--- src/rtl/cke_trk_pkg.sv ---
package cke_trk_pkg;

    typedef enum logic [2:0] {
        PS_IDLE    = 3'd0,
        PS_ACTIVE  = 3'd1,
        PS_PD_PRE  = 3'd2,
        PS_PD_ACT  = 3'd3,
        PS_SELFREF = 3'd4
    } pstate_e;

    localparam logic [2:0] CM_NOP     = 3'd0;
    localparam logic [2:0] CM_READ    = 3'd1;
    localparam logic [2:0] CM_WRITE   = 3'd2;
    localparam logic [2:0] CM_REFRESH = 3'd3;

    localparam int NUM_FLAGS = 3;
    localparam int FL_ILLEGAL = 0;
    localparam int FL_EXITCMD = 1;
    localparam int FL_DLL     = 2;

endpackage

--- src/rtl/cke_hold_ctr.sv ---
module cke_hold_ctr #(
    parameter int CYCLES = 200
) (
    input  logic clk,
    input  logic rst,
    input  logic load,
    output logic busy_o
);
    localparam int W = $clog2(CYCLES + 1);
    localparam logic [W-1:0] LOADV = W'(CYCLES);

    logic [W-1:0] cnt;

    always_ff @(posedge clk) begin
        if (rst) begin
            cnt <= '0;
        end else if (load) begin
            cnt <= LOADV;
        end else if (cnt != '0) begin
            cnt <= cnt - W'(1);
        end
    end

    always_comb busy_o = (cnt != '0);

    // a load opens the window on the following cycle
    p_ctr_load_r7: assert property (@(posedge clk) disable iff (rst)
        load |=> busy_o);

    // the window shrinks by one per edge until it closes
    p_ctr_down_r8: assert property (@(posedge clk) disable iff (rst)
        (busy_o && !load) |=> (cnt == $past(cnt) - W'(1)));

endmodule

--- src/rtl/cke_sticky_flags.sv ---
module cke_sticky_flags #(
    parameter int N = 3
) (
    input  logic         clk,
    input  logic         rst,
    input  logic [N-1:0] set_i,
    input  logic         clr_i,
    output logic [N-1:0] flags_o
);
    for (genvar i = 0; i < N; i++) begin : g_flag
        always_ff @(posedge clk) begin
            if (rst) begin
                flags_o[i] <= 1'b0;
            end else if (set_i[i]) begin
                flags_o[i] <= 1'b1;
            end else if (clr_i) begin
                flags_o[i] <= 1'b0;
            end
        end

        // a raised flag survives any edge without a clear
        p_sticky_r10: assert property (@(posedge clk) disable iff (rst)
            (flags_o[i] && !clr_i) |=> flags_o[i]);

        // a set on the clearing edge still leaves the flag high
        p_set_wins_r10: assert property (@(posedge clk) disable iff (rst)
            (set_i[i] && clr_i) |=> flags_o[i]);
    end

endmodule

--- src/rtl/cke_pstate_fsm.sv ---
module cke_pstate_fsm
    import cke_trk_pkg::*;
(
    input  logic    clk,
    input  logic    rst,
    input  logic    cke,
    input  logic [2:0] cmd,
    input  logic    bank_act,
    input  logic    banks_closed,
    output pstate_e state_o,
    output logic    illegal_o,
    output logic    sr_exit_o
);
    pstate_e state, nxt;
    logic    cke_q;
    logic    is_nop;
    logic    illegal;
    logic    sr_exit;

    // state register, with the held clock-enable sample
    always_ff @(posedge clk) begin
        if (rst) begin
            state <= PS_IDLE;
            cke_q <= 1'b1;
        end else begin
            state <= nxt;
            cke_q <= cke;
        end
    end

    // next state, decided by (cke_q, cke, cmd)
    always_comb begin
        is_nop  = (cmd == CM_NOP);
        nxt     = state;
        illegal = 1'b0;
        sr_exit = 1'b0;
        unique case (state)
            PS_SELFREF: begin
                if (cke_q) begin
                    illegal = 1'b1;
                end else if (cke) begin
                    if (is_nop) begin
                        nxt     = PS_IDLE;
                        sr_exit = 1'b1;
                    end else begin
                        illegal = 1'b1;
                    end
                end
            end
            PS_PD_PRE, PS_PD_ACT: begin
                if (cke_q) begin
                    illegal = 1'b1;
                end else if (cke) begin
                    if (is_nop) begin
                        nxt = (state == PS_PD_PRE) ? PS_IDLE : PS_ACTIVE;
                    end else begin
                        illegal = 1'b1;
                    end
                end
            end
            PS_IDLE: begin
                if (!cke_q) begin
                    illegal = 1'b1;
                end else if (!cke) begin
                    if (is_nop) begin
                        nxt = PS_PD_PRE;
                    end else if (cmd == CM_REFRESH) begin
                        nxt = PS_SELFREF;
                    end else begin
                        illegal = 1'b1;
                    end
                end else if (bank_act) begin
                    nxt = PS_ACTIVE;
                end
            end
            PS_ACTIVE: begin
                if (!cke_q) begin
                    illegal = 1'b1;
                end else if (!cke) begin
                    if (is_nop) begin
                        nxt = PS_PD_ACT;
                    end else begin
                        illegal = 1'b1;
                    end
                end else if (banks_closed) begin
                    nxt = PS_IDLE;
                end
            end
            default: begin
                nxt     = PS_IDLE;
                illegal = 1'b1;
            end
        endcase
    end

    // outputs
    always_comb begin
        state_o   = state;
        illegal_o = illegal;
        sr_exit_o = sr_exit;
    end

    // maintain self refresh
    p_sr_hold_r2: assert property (@(posedge clk) disable iff (rst)
        (state == PS_SELFREF && !cke_q && !cke) |=> (state == PS_SELFREF));

    // self-refresh exit
    p_sr_exit_r3: assert property (@(posedge clk) disable iff (rst)
        (state == PS_SELFREF && !cke_q && cke && cmd == CM_NOP) |=> (state == PS_IDLE));

    // maintain power-down
    p_pd_hold_r4: assert property (@(posedge clk) disable iff (rst)
        ((state == PS_PD_PRE || state == PS_PD_ACT) && !cke_q && !cke) |=> $stable(state));

    // self-refresh entry
    p_sr_entry_r5: assert property (@(posedge clk) disable iff (rst)
        (state == PS_IDLE && cke_q && !cke && cmd == CM_REFRESH) |=> (state == PS_SELFREF));

    // a rejected combination leaves the state alone
    p_illegal_keeps_r9: assert property (@(posedge clk) disable iff (rst)
        illegal_o |=> $stable(state));

endmodule

--- src/rtl/cke_power_tracker.sv ---
module cke_power_tracker
    import cke_trk_pkg::*;
#(
    parameter int XSNR_CYCLES = 200,
    parameter int DLL_CYCLES  = 200
) (
    input  logic       clk,
    input  logic       rst,
    input  logic       cke,
    input  logic [2:0] cmd,
    input  logic       bank_act,
    input  logic       banks_closed,
    input  logic       flag_clr,
    output logic [2:0] pstate,
    output logic       exit_busy,
    output logic       dll_busy,
    output logic       viol_illegal,
    output logic       viol_exit_cmd,
    output logic       viol_dll
);
    pstate_e              st;
    logic                 illegal;
    logic                 sr_exit;
    logic [NUM_FLAGS-1:0] viol_set;
    logic [NUM_FLAGS-1:0] viol_q;

    cke_pstate_fsm u_fsm (
        .clk          (clk),
        .rst          (rst),
        .cke          (cke),
        .cmd          (cmd),
        .bank_act     (bank_act),
        .banks_closed (banks_closed),
        .state_o      (st),
        .illegal_o    (illegal),
        .sr_exit_o    (sr_exit)
    );

    cke_hold_ctr #(.CYCLES(XSNR_CYCLES)) u_xsnr_ctr (
        .clk    (clk),
        .rst    (rst),
        .load   (sr_exit),
        .busy_o (exit_busy)
    );

    cke_hold_ctr #(.CYCLES(DLL_CYCLES)) u_dll_ctr (
        .clk    (clk),
        .rst    (rst),
        .load   (sr_exit),
        .busy_o (dll_busy)
    );

    always_comb begin
        viol_set              = '0;
        viol_set[FL_ILLEGAL]  = illegal;
        viol_set[FL_EXITCMD]  = exit_busy && (cmd != CM_NOP);
        viol_set[FL_DLL]      = dll_busy && (cmd == CM_READ);
    end

    cke_sticky_flags #(.N(NUM_FLAGS)) u_flags (
        .clk     (clk),
        .rst     (rst),
        .set_i   (viol_set),
        .clr_i   (flag_clr),
        .flags_o (viol_q)
    );

    always_comb begin
        pstate        = st;
        viol_illegal  = viol_q[FL_ILLEGAL];
        viol_exit_cmd = viol_q[FL_EXITCMD];
        viol_dll      = viol_q[FL_DLL];
    end

    // reset state at the ports
    p_rst_idle_r1: assert property (@(posedge clk)
        rst |=> (pstate == 3'd0 && !viol_illegal && !viol_exit_cmd && !viol_dll
                 && !exit_busy && !dll_busy));

    // a non-NOP command inside the exit interval is recorded
    p_exit_cmd_r7: assert property (@(posedge clk) disable iff (rst)
        (exit_busy && cmd != CM_NOP) |=> viol_exit_cmd);

    // an early read is recorded
    p_dll_read_r8: assert property (@(posedge clk) disable iff (rst)
        (dll_busy && cmd == CM_READ) |=> viol_dll);

    // the exit edge opens both windows
    p_exit_opens_r3: assert property (@(posedge clk) disable iff (rst)
        (pstate == 3'd4 && sr_exit) |=> (exit_busy && dll_busy && pstate == 3'd0));

endmodule

--- config.mk ---
export PLATFORM = sky130hd
export DESIGN_NAME = cke_power_tracker
export DESIGN_NICKNAME = d
export VERILOG_FILES = /design/src/rtl/cke_trk_pkg.sv /design/src/rtl/cke_hold_ctr.sv /design/src/rtl/cke_sticky_flags.sv /design/src/rtl/cke_pstate_fsm.sv /design/src/rtl/cke_power_tracker.sv
export SDC_FILE = /design/constraint.sdc
export NUM_CORES = 1
export LEC_CHECK = 0
export BUFFER_PORTS_ARGS = -buffer_cell sky130_fd_sc_hd__clkbuf_2
export CAP_MARGIN = 20
export CORE_ASPECT_RATIO = 1.1
export CORE_MARGIN = 4
export CORE_UTILIZATION = 55
export DETAILED_ROUTE_END_ITERATION = 16
export GPL_TIMING_DRIVEN = 0
export PLACE_DENSITY = 0.85
export SLEW_MARGIN = 20
export SYNTH_ARGS = -nofsm -noshare
export SYNTH_HDL_FRONTEND = slang
export SYNTH_SLANG_ARGS = --single-unit
--- constraint.sdc ---
create_clock -name clk -period 2.2 [get_ports clk]
set_input_delay 0.55 -clock clk [delete_from_list [all_inputs] [get_ports clk]]
set_output_delay 0.55 -clock clk [all_outputs]
set_load 0.05 [all_outputs]
After elaboration in Yosys (flattened, before gate mapping)
Index checks and enable logic that the tools add are counted. W data, S select, Z words.

Add/sub/neg operators: 2. Multiply operators: 0. Divide/modulo/power cells: 0. Order comparisons: 0. Equal/unequal tests: 18. Shift-type cells: 0. Mux-type cells: 39. Bitwise operators: 0. Reductions and logical operators: 16.

Operator list (count): $mux W3 (15); $mux W8 (4); $mux W1 (18); $reduce_bool A8 Y1 (2); $sub A8 B1 Y8 const B (2); $pmux W3 S4 (1); $reduce_and A12 Y1 (1); $reduce_bool A2 Y1 (5); $eq A3 B2 Y1 const B (3); $ne A2 B1 Y1 const B (4); $ne A2 B2 Y1 const B (4); $eq A3 B1 Y1 const B (2); $logic_not A3 Y1 (2); $ne A3 B3 Y1 const B (2); $ne A4 B2 Y1 const B (1); $reduce_or A2 Y1 (2); $eq A3 B3 Y1 const B (1); $ne A3 B2 Y1 const B (1); $pmux W1 S3 (1); $reduce_bool A3 Y1 (1); $reduce_or A3 Y1 (1); $logic_and A1 B1 Y1 (2).

Flip-flop bits (word level): 23. Latch bits: 0. RAM bits: 0. Memory bits (read-only): 0. Memories: 0.

Logic depth before layout (Yosys ltp)
Gate-level depths: netlist (run 1).

Depth after elaboration: 7. Depth in mapped cells: 7.

Cells and area by module
A second synthesis (run 1) with hierarchy kept.

Cell total of the unflattened synthesis: 134. Area, all modules: 1287.5 µm².

By module, submodules not included: cke_hold_ctr (times used 2, cells an instance 46, area each 449.2 µm²); cke_pstate_fsm (times used 1, cells an instance 28, area each 262.8 µm²); cke_sticky_flags (times used 1, cells an instance 12, area each 105.1 µm²); cke_power_tracker (times used 1, cells an instance 2, area each 21.3 µm²).

Least setup slack after synthesis (run 1)
No wires, ideal clock.

Path type: register -> output. Start: reg u_dll_ctr.cnt[0]. End: out dll_busy. Arrival: 1.589 ns. Data required time: 1.650 ns. Path slack: 0.061 ns. Cell stages (with the launch flop): 6. Path through: dfxtp_1 -> inv_1 -> ha_1 -> or3b_2 -> nor2_1 -> inv_1.

Word-level cells in the longest chain between the ends: 1.

Ends and longest elaborated chain: from (decl) (RTL line cke_hold_ctr.sv:12) `logic [W-1:0] cnt;`; from (signal assigned) (RTL line cke_hold_ctr.sv:20) `cnt <= cnt - W'(1);`; $reduce_bool A8 Y1 (RTL line cke_hold_ctr.sv:24) `always_comb busy_o = (cnt != '0);`; to (decl) (RTL line cke_power_tracker.sv:16) `output logic dll_busy,`.

No other way between the ends.

Final worst setup path (run 1)
Start: reg u_xsnr_ctr.cnt[0]. End: out exit_busy.

Word-level cells in the longest chain between the ends: 1.

Ends and longest elaborated chain: from (decl) (RTL line cke_hold_ctr.sv:12); from (signal assigned) (RTL line cke_hold_ctr.sv:20); $reduce_bool A8 Y1 (RTL line cke_hold_ctr.sv:24); to (decl) (RTL line cke_power_tracker.sv:15) `output logic exit_busy,`.

No other way between the ends.

==> key figures, run 1 <==
STA
  – Final Cycle Share: 101%
  – Setup ws final: -23.0 ps
  – Maximum achievable frequency: 450 MHz
  – Final Critical Period: 2220 ps
  – Slew at the pin with the worst max-slew slack: 702 ps
  – Slew margin rel.: 52.9%
  – Final Hold Fails: 0
  – Final-report max-slew violation count: 0
  – Final number of setup-violating endpoints: 1
  – Final hold slack: 482 ps
  – Final clock skew: 8.48 ps
  – Setup repair after global routing missed its margin: true

Worst setup path
  – Endpoint required time on the critical path: 1650 ps
  – Delay of the slowest cell on the worst path: 490 ps
  – Most used cell along the critical path: sky130_fd_sc_hd__inv_2
  – Reg2Reg Setup Slack: 450 ps
  – Arr. time, crit path: roughly 1700 ps
  – Largest fanout on the critical path: 2
  – Kind of start point of the critical path: flip-flop
  – Number of cells on the worst reg-to-reg path: 4
  – Terminus of the critical flop-to-flop path: u_xsnr_ctr.cnt[7]$_SDFFE_PP0P_
  – Slowest cell on the critical path: sky130_fd_sc_hd__or4b_4
  – Kind of end point of the critical path: primary output
  – Worst R2R Start: u_xsnr_ctr.cnt[0]$_SDFFE_PP0P_
  – Cell-by-cell trace of the critical path: inv_2 > ha_4 > or4b_4 > nor2_4 > inv_2 > clkbuf_16
  – Category of the most critical setup path: flip-flop to primary output

Power
  – Leakage power figure: 0.581 nW
  – Maximum ir drop on the vdd rail: about 1.2 mV
  – Cell area power density: 1560 mW/mm²

Clocking
  – Clock transition at path regs: 130 ps
  – Hold buffer count at CTS: 0
  – Worst-skew pair later-pin latency: between 300 and 400 ps
  – Clk root buf: sky130_fd_sc_hd__clkbuf_4
  – TritonCTS clock tree: yes
  – Depth of the CTS H-tree: 1
  – Number of sinks driven by the clock tree: 23
  – Number of buffers created by CTS: 3
  – Buffer depth of the longest clock path: 2

Synthesis
  – Share of synthesized registers carrying an async set or reset: 0%
  – Cell area after technology mapping: 0.00116 mm²
  – Largest cells by area after synthesis: sky130_fd_sc_hd__dfxtp_1, sky130_fd_sc_hd__nor3_1, sky130_fd_sc_hd__or3_1
  – Warnings from Yosys: 0
  – List of most frequent post-synthesis cells: sky130_fd_sc_hd__dfxtp_1, sky130_fd_sc_hd__nor3_1, sky130_fd_sc_hd__nor2_1
  – Average footprint of a synthesized cell: 8.70 µm²
  – Share of the synthesized area in the top cell type: between 30% and 40%
  – Synthesized instance count: 133
  – Cell type contributing the most total cell area after synthesis: sky130_fd_sc_hd__dfxtp_1
  – Predominant post-synthesis flop cell: sky130_fd_sc_hd__dfxtp_1
  – Post-synthesis sequential area ratio: 39.8%
  – Most repeated cell in the gate-level netlist after synthesis: sky130_fd_sc_hd__dfxtp_1
  – Number of distinct standard cells referenced by the synthesized netlist: 40
  – Synthesized net count: ~140
  – Number of enable flip-flop cells after synthesis: 0
  – Flip-flop and latch count after synthesis: 23

Detailed routing
  – Total detailed-routing wirelength: 2900 µm
  – Number of search-and-repair iterations in the first detailed-routing pass: 4
  – Drt initial violations: 19
  – Count of vias placed by the detailed router: 1,176
  – WL per Instance: 15.0 µm
  – DR vias/cell: 6.09
  – DRC violations left: 0
  – Count of antenna-violating nets left after detailed routing: 0

Global routing
  – Overflow left after global routing: 0
  – Number of global-route vias before repair: 1,178
  – Overall global routing resource usage: 21.3%
  – Antenna violations before repair: 0
  – Pin count of the biggest net entering global routing: 15
  – Wire length of the first global-routing pass: 4870 µm

Cells and area
  – Ant diodes: 0
  – Nets: 177
  – Share of post-route cells with drive strength above 1: a little over a third
  – Area Overhead vs Synth: 29.4%
  – Post-route design area: between 0.001 and 0.0015 mm²

Placement
  – DP HPWL: 1800 µm
  – Count of port buffers added during placement: 16
  – Global placement routability congestion: between 0.8 and 0.9
  – Instance area at placement: 0.00127 mm²

Worst hold path
  – Min-delay worst type: flip-flop to flip-flop
  – Worst hold path stage count: 2
  – End point of the worst hold path: u_flags.flags_o[2]$_SDFFE_PP0P_
  – Hold wc startpoint: u_flags.flags_o[2]$_SDFFE_PP0P_

Run status
  – Failing checks: setup timing
  – Outcome: complete, but fails checks

Floorplanning
  – Boundary pin count: 17
  – Number of rows in the core area: 17
  – Die width: 51.7 µm
  – Starting density of the core: 57.9%
  – Area of the placeable core: between 0.0015 and 0.002 mm²
  – Die area: 0.00290 mm²
  – Die Span Y: 56.1 µm

Job
  – # Max-Cap Violations: 0
[kinds of logic (layout without fill, tap and decap cells)]
kind of cell,after synthesis,count (layout),share of synthesized area [%]
adders and majority gates,2,2,2.16
AOI/OAI and AO/OA,36,36,21.1
DFF,23,23,39.8
buffers and inverters,12,44,4.00
xor gates and xnor gates,4,4,3.03
and+or+nand+nor,56,56,29.9
[cell type report]
cell class / instances / area, µm²
Clock inverter: 1 / 7.51
Clock buffer: 3 / 22.5
Fill cell: 155 / 502
Buffer: 3 / 18.8
Tap cell: 28 / 35.0
Timing Repair Buffer: 30 / 215
Inverter: 7 / 26.3
Sequential cell: 23 / 472
Multi-Input combinational cell: 98 / 701
[how the worst max path moves through the flow]
stage / start / cells past startpoint / slack, ps / end
floorplan: u_dll_ctr.cnt[0]$_SDFFE_PP0P_ / 5 / 60 / dll_busy
global route: u_xsnr_ctr.cnt[1]$_SDFFE_PP0P_ / 6 / -90 / exit_busy
global placement: u_dll_ctr.cnt[0]$_SDFFE_PP0P_ / 6 / -170 / dll_busy
detailed placement: u_dll_ctr.cnt[0]$_SDFFE_PP0P_ / 6 / -190 / dll_busy
CTS: u_xsnr_ctr.cnt[1]$_SDFFE_PP0P_ / 6 / -40 / exit_busy
finish: u_xsnr_ctr.cnt[0]$_SDFFE_PP0P_ / 6 / -20 / exit_busy
[worst max-delay path: cells and delay by family, from the launching register on]
family / cells / cell delay [ps]
fa+ha+maj: 1 / 120
flops: 1 / 360
simple gates: 2 / 600
buf+inv: 3 / 270
[power by group]
part           total, mW  switching, mW  leakage [nW]  internal (mW)
clock network      0.200          0.130        0.0139         0.0693
logic               1.47          0.744         0.375          0.721
registers          0.674          0.118         0.192          0.555
total               2.34          0.993         0.581           1.35
[through the flow]
| stage | total power, mW | util [%] | TNS [ps] | cells | setup slack, ps |
|---|---|---|---|---|---|
| finish | 2.34 | 74.9 | -23.0 | 193 | -23.0 |
| global route | 2.50 | 74.9 | -140 | 193 | -94.3 |
| global placement | 1.55 | 63.6 | -260 | 177 | -166 |
| CTS | 2.19 | 73.2 | -53.1 | 190 | -37.3 |
| floorplan | 1.40 | - | 0 | 133 | 61.3 |
| detailed placement | 1.60 | 63.6 | -317 | 177 | -191 |
[sequential cells by signal, summed over array words and instances (netlist names)]
name and cells:
u_dll_ctr.cnt 8, u_flags.flags_o 3, u_fsm.cke_q 1, u_fsm.state_o 3, u_xsnr_ctr.cnt 8
[layout by cell type, fill, tap and decap left out, types with 2 or more instances in the layout]
cell type                  instances
sky130_fd_sc_hd__buf_4            14
sky130_fd_sc_hd__a21oi_1           4
sky130_fd_sc_hd__nor2_1            7
sky130_fd_sc_hd__nand4b_1          2
sky130_fd_sc_hd__or4_1             3
sky130_fd_sc_hd__dfxtp_2           6
sky130_fd_sc_hd__o22ai_1           2
sky130_fd_sc_hd__clkbuf_1          2
sky130_fd_sc_hd__or3_1             7
sky130_fd_sc_hd__nor3b_1           5
sky130_fd_sc_hd__o31ai_1           3
sky130_fd_sc_hd__inv_2             6
sky130_fd_sc_hd__a211oi_1          4
sky130_fd_sc_hd__nor4_1            2
sky130_fd_sc_hd__a31oi_1           5
sky130_fd_sc_hd__o21bai_1          2
sky130_fd_sc_hd__ha_4              2
sky130_fd_sc_hd__dfxtp_1          16
sky130_fd_sc_hd__nand2b_1          4
sky130_fd_sc_hd__xnor2_1           4
sky130_fd_sc_hd__nor2_4            2
sky130_fd_sc_hd__nor3_1           10
sky130_fd_sc_hd__clkbuf_4          3
sky130_fd_sc_hd__clkbuf_2         14
sky130_fd_sc_hd__o21ai_0           8
sky130_fd_sc_hd__nor2b_1           3
[layer usage]
layer	share of wire (%)	routed length [µm]	global-route usage, %
met1	44	1260	25.7
met2	50	1450	37.6
met3	5.2	151	2.68
met4	1.2	34	7.49
met5	0	0	0
[what timing repair did]
item | 4_1_cts | 5_1_grt
setup buffers | 10 | 4
resized for setup | 28 | 5
setup endpoints to repair | 2 | 2
pin swaps | 4 | 2
No activity file was read; power rests on OpenSTA's default activity.
==> run 2: changes to the inputs <==
--- a/config.mk
+++ b/config.mk
@@ -9,11 +9,12 @@
 export CAP_MARGIN = 20
 export CORE_ASPECT_RATIO = 1.1
 export CORE_MARGIN = 4
-export CORE_UTILIZATION = 55
+export CORE_UTILIZATION = 56
 export DETAILED_ROUTE_END_ITERATION = 16
 export GPL_TIMING_DRIVEN = 0
-export PLACE_DENSITY = 0.85
+export PLACE_DENSITY = 0.86
 export SLEW_MARGIN = 20
 export SYNTH_ARGS = -nofsm -noshare
 export SYNTH_HDL_FRONTEND = slang
+export SYNTH_HIERARCHICAL = 1
 export SYNTH_SLANG_ARGS = --single-unit
==> run 2 against run 1 <==
  * The flow still finishes with violations (setup timing)
  * Routed wire length is 13% higher
  * Count of clock-buffer cells in the layout is 1 higher
  * Global-route usage is 1.9 points higher
  * Clock skew is 2.9 ps lower
  * Die area is 7.9% higher
  * Non-clock buffer count is 1 lower
  * Largest power group unchanged
==> key figures, run 2 <==
Worst setup path
  – Endpoint required time on the critical path: 1650 ps (about the same)
  – Kind of end point of the critical path: primary output
  – Reg2Reg Setup Slack: 310 ps (-140 ps)
  – Kind of start point of the critical path: flip-flop
  – Largest fanout on the critical path: 4 (+2)
  – Arr. time, crit path: 1670 ps (about the same)
  – Category of the most critical setup path: flip-flop to primary output

Power
  – Leakage power figure: 0.697 nW (+20%)
  – Cell area power density: 1560 mW/mm² (-0.16%)
  – Maximum ir drop on the vdd rail: 1.02 mV (-13%)

Global routing
  – Overflow left after global routing: 0 (unchanged)
  – Pin count of the biggest net entering global routing: 21 (+6)
  – Number of global-route vias before repair: 1,236 (+4.9%)
  – Wire length of the first global-routing pass: 5510 µm (+13%)
  – Overall global routing resource usage: 23.2% (+1.9 points)
  – Antenna violations before repair: 0 (unchanged)

Floorplanning
  – Number of rows in the core area: 17 (unchanged)
  – Die width: 53.7 µm (+3.8%)
  – Starting density of the core: 61.1% (+3.3 points)
  – Die Span Y: 58.3 µm (+3.9%)
  – Die area: 0.00313 mm² (+7.9%)
  – Area of the placeable core: 0.00211 mm² (+5.3%)
  – Boundary pin count: 17 (unchanged)

Detailed routing
  – Number of search-and-repair iterations in the first detailed-routing pass: 4 (unchanged)
  – Drt initial violations: 62 (+43)
  – DR vias/cell: 6.22 (+2.0%)
  – WL per Instance: 16.6 µm (+10%)
  – Count of antenna-violating nets left after detailed routing: 0 (unchanged)
  – Count of vias placed by the detailed router: 1,231 (+4.7%)
  – Total detailed-routing wirelength: 3280 µm (+13%)
  – DRC violations left: 0 (unchanged)

Job
  – # Max-Cap Violations: 0 (unchanged)

Synthesis
  – Warnings from Yosys: 6 (+6)
  – Number of enable flip-flop cells after synthesis: 0 (unchanged)
  – Largest cells by area after synthesis: sky130_fd_sc_hd__dfxtp_1, sky130_fd_sc_hd__a2111oi_2, sky130_fd_sc_hd__ha_1
  – Average footprint of a synthesized cell: 9.61 µm² (+10%)
  – Synthesized net count: 147 (+2.1%)
  – Share of synthesized registers carrying an async set or reset: 0% (unchanged)
  – List of most frequent post-synthesis cells: sky130_fd_sc_hd__dfxtp_1, sky130_fd_sc_hd__inv_1, sky130_fd_sc_hd__nor2_1
  – Cell area after technology mapping: 0.00129 mm² (+11%)
  – Most repeated cell in the gate-level netlist after synthesis: sky130_fd_sc_hd__dfxtp_1
  – Share of the synthesized area in the top cell type: 35.8% (-4.0 points)
  – Cell type contributing the most total cell area after synthesis: sky130_fd_sc_hd__dfxtp_1
  – Post-synthesis sequential area ratio: 35.8% (-4.0 points)
  – Synthesized instance count: 134 (+0.75%)
  – Flip-flop and latch count after synthesis: 23 (unchanged)
  – Predominant post-synthesis flop cell: sky130_fd_sc_hd__dfxtp_1
  – Number of distinct standard cells referenced by the synthesized netlist: 44 (+10%)

STA
  – Setup ws final: -16.2 ps (+6.74 ps)
  – Final Cycle Share: 101% (-0.31 points)
  – Slew margin rel.: 70.9% (+18 points)
  – Slew at the pin with the worst max-slew slack: 432 ps (-270 ps)
  – Final number of setup-violating endpoints: 1 (unchanged)
  – Final Hold Fails: 0 (unchanged)
  – Final Critical Period: 2220 ps (-6.74 ps)
  – Final hold slack: 485 ps (+2.98 ps)
  – Final-report max-slew violation count: 0 (unchanged)
  – Maximum achievable frequency: 451 MHz (+0.30%)
  – Sum of negative setup slack: -16.2 ps (+6.74 ps)
  – Final clock skew: 5.62 ps (-2.86 ps)
  – Setup repair after global routing missed its margin: true

Cells and area
  – Leading cell type in the layout, fill and taps excluded: sky130_fd_sc_hd__buf_4
  – Final core area utilization: 78.4% (+3.5 points)
  – Most frequent cells in the layout: sky130_fd_sc_hd__buf_4, sky130_fd_sc_hd__clkbuf_2, sky130_fd_sc_hd__dfxtp_1
  – Largest registers: u_dll_ctr/cnt: 8 flops, u_xsnr_ctr/cnt: 8 flops
  – Area Overhead vs Synth: 28.3%
  – Share of post-route cells with drive strength above 1: 43.5% (+7.8 points)
  – Ant diodes: 0 (unchanged)
  – Nets: 184 (+4.0%)

Run status
  – Failing checks: setup timing
  – Outcome: complete, but fails checks

Worst hold path
  – Min-delay worst type: flip-flop to flip-flop

Clocking
  – Clk root buf: sky130_fd_sc_hd__clkbuf_4
  – Buffer depth of the longest clock path: 2 (unchanged)
  – Hold buffer count at CTS: 0 (unchanged)
  – Worst-skew pair later-pin latency: 310 ps (about the same)
  – Clock transition at path regs: 130 ps (about the same)
  – Number of sinks driven by the clock tree: 23 (unchanged)
  – Depth of the CTS H-tree: 1 (unchanged)
  – TritonCTS clock tree: yes
  – Number of buffers created by CTS: 3 (unchanged)

Placement
  – DP HPWL: 1850 µm (+2.8%)
  – Global placement routability congestion: 0.791 (-3.1%)
  – Pre-CTS setup slack: 18.4 ps (+209 ps)
  – Count of port buffers added during placement: 16 (unchanged)
-- run 2: power by group --
part / switching, mW / internal, mW / total, mW
Clock: 0.128 / 0.0708 / 0.198
Sequential: 0.134 / 0.577 / 0.710
Combinational: 0.813 / 0.853 / 1.67
-- run 2: critical path, stage by stage, from the launching register on --
cell                        delay, ps
sky130_fd_sc_hd__dfxtp_4          360
sky130_fd_sc_hd__or4_4            580
sky130_fd_sc_hd__nor2_4           180
sky130_fd_sc_hd__inv_4             60
sky130_fd_sc_hd__clkbuf_16        170
-- run 2: area by class of cell --
class                   instances  area, µm²
repair buffers                 32        240
inverters                      12       52.6
well taps                      28       35.0
flip-flops and latches         23        485
multi-input cells              99        812
fillers                       126        454
clock buffers                   4       26.3
-- run 2: worst paths after layout --
path,from,endpoint,cells after the start
worst max-delay path,u_xsnr_ctr/cnt[4]$_SDFFE_PP0P_,exit_busy,4
worst min-delay path,u_flags/flags_o[2]$_SDFFE_PP0P_,u_flags/flags_o[2]$_SDFFE_PP0P_,2
worst max register to register,u_xsnr_ctr/cnt[4]$_SDFFE_PP0P_,u_xsnr_ctr/cnt[1]$_SDFFE_PP0P_,6
worst min register to register,u_flags/flags_o[2]$_SDFFE_PP0P_,u_flags/flags_o[2]$_SDFFE_PP0P_,2
-- run 2: kinds of logic after synthesis --
family / after synthesis / share of synthesized area, %
adders and majority gates: 4 / 3.89
buffers and inverters: 12 / 3.50
xor gates and xnor gates: 4 / 2.72
DFF: 23 / 35.8
and+or+nand+nor: 59 / 33.9
muxes: 1 / 0.777
AOI/OAI and AO/OA: 31 / 19.4
-- run 2: metal layers --
metal	track usage (%)	wire, µm	vias to the layer above
met2	37.4	1630	56
li1	-	-	592
met1	29.1	1360	573
met4	9.85	82	0
met5	0	0	-
met3	5.32	210	10
-- run 2: timing repair --
| action | CTS | global route |
|---|---|---|
| endpoints found under the setup margin | 2 | 2 |
| gates resized for setup | 27 | 9 |
| buffers inserted | 12 | 4 |
| pin swaps | 4 | 4 |
-- run 2: per-stage QoR --
stage	cell area [µm²]	instances	power, mW
global route	1650	198	2.73
global placement	1400	178	1.74
finish	1650	198	2.57
floorplan	1290	134	1.57
CTS	1610	194	2.40
detailed placement	1400	178	1.78
